## config.mk

```make
export PLATFORM = sky130hd
export DESIGN_NAME = exp_area_decoder
export DESIGN_NICKNAME = d
export VERILOG_FILES = /design/src/rtl/exp_pkg.sv /design/src/rtl/exp_attr_regs.sv /design/src/rtl/exp_seg_decode.sv /design/src/rtl/exp_route.sv /design/src/rtl/exp_area_decoder.sv
export SDC_FILE = /design/constraint.sdc
export NUM_CORES = 1
export LEC_CHECK = 0
export BUFFER_PORTS_ARGS = -buffer_cell sky130_fd_sc_hd__buf_2
export CAP_MARGIN = 10
export CORE_MARGIN = 2
export CORE_UTILIZATION = 43
export CTS_CLUSTER_DIAMETER = 30
export DETAILED_ROUTE_END_ITERATION = 8
export GPL_TIMING_DRIVEN = 0
export PLACE_DENSITY = 0.84
export RECOVER_POWER = 50
export SETUP_SLACK_MARGIN = 0.2
export SKIP_CTS_REPAIR_TIMING = 1
export SYNTH_ARGS = -nofsm -noshare
export SYNTH_HDL_FRONTEND = slang
export SYNTH_SLANG_ARGS = --single-unit
```

## constraint.sdc

```tcl
create_clock -name clk_i -period 2.1 [get_ports clk_i]
set_clock_uncertainty 0.1 [all_clocks]
set_input_delay 0.21 -clock clk_i [delete_from_list [all_inputs] [get_ports clk_i]]
set_output_delay 0.21 -clock clk_i [all_outputs]
set_load 0.01 [all_outputs]
```

## src/rtl/exp_pkg.sv

```systemverilog
package exp_pkg;
  localparam int unsigned NUM_SEG   = 8;
  localparam int unsigned ATTR_W    = 2;
  localparam int unsigned SEG_IDX_W = $clog2(NUM_SEG);
  localparam int unsigned CFG_W     = NUM_SEG * ATTR_W;
  localparam int unsigned BE_W      = CFG_W / 8;

  typedef enum logic [ATTR_W-1:0] {
    ATTR_OFF = 2'b00,
    ATTR_RD  = 2'b01,
    ATTR_WR  = 2'b10,
    ATTR_RW  = 2'b11
  } attr_e;

  typedef enum logic {
    SRC_HOST = 1'b0,
    SRC_LINK = 1'b1
  } src_e;
endpackage

```

## src/rtl/exp_attr_regs.sv

```systemverilog
module exp_attr_regs
  import exp_pkg::*;
(
  input  logic             clk_i,
  input  logic             rst_ni,
  input  logic             we_i,
  input  logic [BE_W-1:0]  be_i,
  input  logic [CFG_W-1:0] wdata_i,
  output logic [CFG_W-1:0] attr_o
);
  logic [7:0] lane_q [BE_W];

  for (genvar l = 0; l < BE_W; l++) begin : g_lane
    always_ff @(posedge clk_i or negedge rst_ni) begin
      if (!rst_ni)                lane_q[l] <= '0;
      else if (we_i && be_i[l])   lane_q[l] <= wdata_i[l*8 +: 8];
    end
    assign attr_o[l*8 +: 8] = lane_q[l];
  end
endmodule

```

## src/rtl/exp_seg_decode.sv

```systemverilog
module exp_seg_decode
  import exp_pkg::*;
#(
  parameter int unsigned ADDR_W      = 32,
  parameter int unsigned SEG_BYTES   = 16384,
  parameter logic [31:0] REGION_BASE = 32'h000C_0000
) (
  input  logic [ADDR_W-1:0]    addr_i,
  output logic                 in_range_o,
  output logic [SEG_IDX_W-1:0] seg_idx_o
);
  localparam int unsigned OFS_W = $clog2(SEG_BYTES);
  localparam int unsigned TOP_L = OFS_W + SEG_IDX_W;
  localparam logic [ADDR_W-1:0] BASE_A = ADDR_W'(REGION_BASE);

  // window is naturally aligned, so a compare of the upper bits suffices
  assign in_range_o = (addr_i[ADDR_W-1:TOP_L] == BASE_A[ADDR_W-1:TOP_L]);
  assign seg_idx_o  = addr_i[TOP_L-1:OFS_W];

  logic unused_ofs;
  assign unused_ofs = ^{addr_i[OFS_W-1:0], BASE_A[TOP_L-1:0]};
endmodule

```

## src/rtl/exp_route.sv

```systemverilog
module exp_route
  import exp_pkg::*;
(
  input  logic [CFG_W-1:0]     attr_i,
  input  logic [SEG_IDX_W-1:0] seg_idx_i,
  input  logic                 in_range_i,
  input  logic                 write_i,
  input  src_e                 src_i,
  input  logic                 snoop_i,
  output logic                 dram_o,
  output logic                 isa_o,
  output logic                 oor_o
);
  attr_e seg_attr;
  assign seg_attr = attr_e'(attr_i[seg_idx_i*ATTR_W +: ATTR_W]);

  always_comb begin
    dram_o = 1'b0;
    isa_o  = 1'b0;
    oor_o  = 1'b0;
    if (!in_range_i) begin
      oor_o = 1'b1;
    end else if (src_i == SRC_LINK && !snoop_i) begin
      dram_o = 1'b1;
    end else begin
      unique case (seg_attr)
        ATTR_OFF: isa_o  = 1'b1;
        ATTR_RD:  begin dram_o = !write_i; isa_o = write_i;  end
        ATTR_WR:  begin dram_o = write_i;  isa_o = !write_i; end
        ATTR_RW:  dram_o = 1'b1;
        default:  isa_o  = 1'b1;
      endcase
    end
  end
endmodule

```

## src/rtl/exp_area_decoder.sv

```systemverilog
module exp_area_decoder
  import exp_pkg::*;
#(
  parameter int unsigned ADDR_W = 32
) (
  input  logic              clk_i,
  input  logic              rst_ni,
  input  logic              cfg_we_i,
  input  logic [BE_W-1:0]   cfg_be_i,
  input  logic [CFG_W-1:0]  cfg_wdata_i,
  input  logic              req_valid_i,
  input  logic [ADDR_W-1:0] req_addr_i,
  input  logic              req_write_i,
  input  logic              req_src_i,
  input  logic              req_snoop_i,
  output logic              to_dram_o,
  output logic              to_isa_o,
  output logic              out_of_range_o
);
  logic [CFG_W-1:0]     attr_q;
  logic                 in_range;
  logic [SEG_IDX_W-1:0] seg_idx;
  logic                 dram_d, isa_d, oor_d;

  exp_attr_regs u_regs (
    .clk_i   (clk_i),
    .rst_ni  (rst_ni),
    .we_i    (cfg_we_i),
    .be_i    (cfg_be_i),
    .wdata_i (cfg_wdata_i),
    .attr_o  (attr_q)
  );

  exp_seg_decode #(.ADDR_W(ADDR_W)) u_dec (
    .addr_i     (req_addr_i),
    .in_range_o (in_range),
    .seg_idx_o  (seg_idx)
  );

  exp_route u_route (
    .attr_i     (attr_q),
    .seg_idx_i  (seg_idx),
    .in_range_i (in_range),
    .write_i    (req_write_i),
    .src_i      (src_e'(req_src_i)),
    .snoop_i    (req_snoop_i),
    .dram_o     (dram_d),
    .isa_o      (isa_d),
    .oor_o      (oor_d)
  );

  always_ff @(posedge clk_i or negedge rst_ni) begin
    if (!rst_ni) begin
      to_dram_o      <= 1'b0;
      to_isa_o       <= 1'b0;
      out_of_range_o <= 1'b0;
    end else begin
      to_dram_o      <= req_valid_i & dram_d;
      to_isa_o       <= req_valid_i & isa_d;
      out_of_range_o <= req_valid_i & oor_d;
    end
  end
endmodule

```

# Word level (Yosys, flattened, before mapping)
# Index checks and enable logic that the tools add are counted.
[totals]
regBits = 19
output_inout_bits = 3
word_cells = 26
[op_classes]
n_eq_ne = 4
mux = 7
n_reduce_logical = 6
shifts = 1
bitwise = 3
[op_table]
columns = ["op", "count"]
rows = [
  ["$shiftx A16 B5 Y2", 1],
  ["$eq A15 B3 Y1 const B", 1],
  ["$pmux W1 S3", 2],
  ["$mux W1", 5],
  ["$eq A2 B2 Y1 const B", 2],
  ["$and A1 B1 Y1", 3],
  ["$logic_and A1 B1 Y1", 3],
  ["$eq A2 B1 Y1 const B", 1],
  ["$logic_not A1 Y1", 2],
  ["$logic_not A2 Y1", 1],
]

# Depth between registers and ports, before layout
[depth]
depth_word = 6
depth_mapped = 5
mapped_depth_nobuf = 4

# Modules after synthesis
# From an unflattened synthesis, not the netlist that was laid out.
[unflattened]
cells_unflattened = 70
hier_area_um2 = 925.9
[by_module_without_submodules]
columns = ["mod", "area_each_um2", "seq_area_each_um2", "n_inst", "cells_per_inst"]
rows = [
  ["exp_attr_regs", 593.1, 400.4, 1, 34],
  ["exp_route", 178.9, 0.0, 1, 22],
  ["exp_area_decoder", 93.8, 75.1, 1, 6],
  ["exp_seg_decode", 60.1, 0.0, 1, 8],
]

# Worst setup path before layout
# OpenSTA, ideal clock, no wires.
[synth_timing]
path_kind = "input to register"
start = "input req_addr_i[29]"
end = "register to_isa_o"
n_path_buf = 0
cell_stages = 4
t_required_ns = 1.933
arrival_ns = 1.125
setup_ns = 0.067
setup_slack_ns = 0.808
path_cell_list = "or4_4 nor2_2 nand4_1 and3b_1"
[synth_between]
elab_chain_len = 3
[synth_lines]
columns = ["item", "line_no", "source"]
rows = [
  ["from (decl)", "exp_area_decoder.sv:12", "input logic [ADDR_W-1:0] req_addr_i,"],
  ["$eq A15 B3 Y1", "exp_seg_decode.sv:17", "assign in_range_o = (addr_i[ADDR_W-1:TOP_L] == BASE_A[ADDR_W-1:TOP_L]);"],
  ["$mux W1", "exp_route.sv:21", "if (!in_range_i) begin"],
  ["$and A1 B1 Y1", "exp_area_decoder.sv:59", "to_isa_o <= req_valid_i & isa_d;"],
  ["to (signal assigned)", "exp_area_decoder.sv:59", ""],
  ["to (decl)", "exp_area_decoder.sv:17", "output logic to_isa_o,"],
]
# No other way between the ends.
# A chain may end at the register's enable or synchronous reset.

# Worst setup path after layout
[layout_timing]
start = "register u_regs.lane_q (netlist bit u_regs.attr_o[14])"
end = "register to_isa_o"
[layout_between]
elab_chain_len = 6
word_cells_on_any_way = 8
classes_between = "2 x eq/ne; 1 x shift; 3 x mux; 1 x bitwise; 1 x reduce/logical"
[layout_lines]
columns = ["item", "line_no", "source"]
rows = [
  ["from (decl)", "exp_attr_regs.sv:11", "logic [7:0] lane_q [BE_W];"],
  ["from (signal, indexed assignment)", "exp_attr_regs.sv:16", "else if (we_i && be_i[l]) lane_q[l] <= wdata_i[l*8 +: 8];"],
  ["$shiftx A16 B5 Y2 (*)", "exp_route.sv:15", "assign seg_attr = attr_e'(attr_i[seg_idx_i*ATTR_W +: ATTR_W]);"],
  ["$eq A2 B2 Y1 (tied with other cells)", "exp_route.sv:26", "unique case (seg_attr)"],
  ["$pmux W1 S3 (*)", "exp_route.sv:26", ""],
  ["$mux W1 (*)", "exp_route.sv:23", "end else if (src_i == SRC_LINK && !snoop_i) begin"],
  ["$mux W1 (*)", "exp_route.sv:21", ""],
  ["$and A1 B1 Y1 (*)", "exp_area_decoder.sv:59", ""],
]
# Mark *: on every way between the ends. The rest lies on a longest branch, timed or not.

==> flow_summary.json <==
{
  "status": "completed",
  "crit_path_start_kind": "flip-flop",
  "peakVddDrop_v": 0.000402,
  "hold_path_depth": 3,
  "cts.sinks": 19,
  "crit_arrival_ns": 1.45,
  "synth_area_leaders": "dfrtp_1 (53%), mux2_2 (20%), mux2i_1 (6.7%)",
  "via_count": 689,
  "path_cells": "mux4_2 > o21ai_1 > and3b_1",
  "cp_max_fo": 2,
  "cp.required_ns": 2.23,
  "cts_buffers": 3,
  "htreeDepth": 1,
  "reg2reg_to": "to_isa_o",
  "clk_path_buf_depth": 2,
  "gp_congestion": 0.795,
  "end_kind": "flip-flop",
  "hold_start": "req_valid_i",
  "tightest_slew_ns": 0.960,
  "fmax_mhz": 756,
  "post-route-util": 0.601,
  "instances_no_fill": 143,
  "cts_tree": "built",
  "dr.pass1.iters": 2,
  "powerDensity_nw_per_um2": 637,
  "rows": 16,
  "syn-mean-instance-area_um2": 13.3,
  "area_growth_pct": 32.4,
  "yosysWarnings": 0,
  "antenna_found_initial": 0,
  "timing.final.crit_share": 0.630,
  "die_w_um": 49.5,
  "hold_end": "out_of_range_o",
  "clock_latency_ns": 0.28,
  "clock_tree.root_cell": "clkbuf_4",
  "synth_cell_types": 22,
  "p_leak_nw": 0.590,
  "clk_pin_slew_worst_paths_ns": 0.10,
  "die_h_um": 49.5,
  "drtAntennaViolNets": 0,
  "setup_tns_ns": 0,
  "synth_async_sr_flop_share": 1.00,
  "layout_min_cycle_time_ns": 1.32,
  "grt_max_degree": 20,
  "cpPeakStageDelay_ns": 0.46,
  "final_nets": 174,
  "fp.coreArea_um2": 1960,
  "drt_wl_total_mm": 1.78,
  "reg2reg_depth": 3,
  "whs_ns": 0.0400,
  "via_per_inst": 4.82,
  "diodes": 0,
  "io_pins": 60,
  "seq_area_um2": 475,
  "fillers": 188,
  "postSynthCellCount": 67,
  "place_inst": 138,
  "grt-ovfl-total": 0,
  "worstSetupPathType": "reg2reg",
  "synthesis.nets": 124,
  "hold_path.class": "in2reg",
  "drt_first_iter_violations": 1,
  "grt_pass1_vias": 737,
  "slowest_stage": "mux4_2",
  "grtUsageTotal": 0.168,
  "dpl.hpwl_mm": 1.52,
  "yosysTopAreaCellShare": 0.534,
  "max_slew_margin": 0.360,
  "grt_pass1_wl_mm": 3.15,
  "ff2ff_setup_slack_ns": 0.78,
  "reg2reg_from": "u_regs.attr_o[14]",
  "synthTopCellsByCount": "dfrtp_1 (19), mux2_2 (16), mux2i_1 (6)",
  "start_util": 0.454,
  "drive_gt1_frac": 0.578,
  "yosys.area.top_type": "dfrtp_1",
  "yosysSeqAreaShare": 0.534,
  "drc_errors": 0,
  "cap_violations": 0,
  "die_area_um2": 2450,
  "syn_area_um2": 891,
  "hold_viol_final": 0,
  "port_buffers": 44,
  "rsz0062_at_grt": "no",
  "wire_per_inst_um": 12.4,
  "synth_edf_count": 0,
  "yosysMostFrequentCell": "dfrtp_1",
  "synth-main-ff-cell": "dfrtp_1",
  "slew_violations": 0,
  "multiInputGateArea_um2": 403,
  "setup-violations-final": 0,
  "ys_seq_elements": 19
}
[cell usage in the layout, fill, tap and decap left out, drive strengths merged, types with 2 or more instances in the layout]
cell	count
nor2b	3
dfrtp	19
clkbuf	5
inv	2
nand2	3
mux2i	6
buf	44
nor2	4
mux2	16
[where the power goes]
group          switching, mW  internal (mW)  total, mW  leakage, nW
combinational         0.0561         0.0901      0.146        0.348
clock                 0.0988         0.0736      0.172       0.0150
sequential            0.0216          0.412      0.433        0.227
[area by class of cell]
type	count	area share
multi-input cells	45	0.341
plain buffers	1	0.00424
repair buffers	45	0.194
inverters	2	0.00636
flip-flops and latches	19	0.403
well taps	27	0.0286
clock buffers	4	0.0223
[sequential cells by signal, summed over array words and instances, names as in the netlist]
name            count
out_of_range_o      1
to_dram_o           1
to_isa_o            1
u_regs.attr_o      16
[layer usage]
layer	GRT usage	part of all wire	vias to the layer above
li1	-	-	346
met1	0.200	0.39	323
met2	0.297	0.56	18
met3	0.0364	0.039	2
met4	0.0602	0.0090	0
met5	0	0	-
[worst max-delay path, delay by kind of cell (launching register included)]
kind	cells	cell delay [ns]
compound gates	1	0.15
flops	1	0.39
mux	1	0.46
simple gates	1	0.17
[through the flow]
stage | total power, mW | cell area (µm²) | setup slack, ns
floorplan | 0.521 | 891 | 0.808
global placement | 0.578 | 1140 | 0.666
detailed placement | 0.590 | 1140 | 0.649
CTS | 0.761 | 1170 | 0.775
global route | 0.807 | 1180 | 0.638
finish | 0.752 | 1180 | 0.777
[cells by family (layout without fill, tap and decap cells)]
family          count (synthesis)  after routing  synth area share
mux                            23             23             0.295
flops                          19             19             0.534
simple gates                   16             16             0.111
compound gates                  6              6            0.0463
buf+inv                         3             52            0.0140
[worst max-delay path by stage]
stage	cells past startpoint	endpoint	slack, ns	startpoint
2_1_floorplan	4	to_isa_o	0.81	req_addr_i[29]
3_3_place_gp	5	to_isa_o	0.67	req_addr_i[29]
3_5_place_dp	5	to_isa_o	0.65	req_addr_i[29]
4_1_cts	3	to_isa_o	0.77	u_regs.attr_o[14]
5_1_grt	2	u_regs.attr_o[7]	0.64	rst_ni
6_report	3	to_isa_o	0.78	u_regs.attr_o[14]
Note: power is estimated with default switching activity, not from simulation.
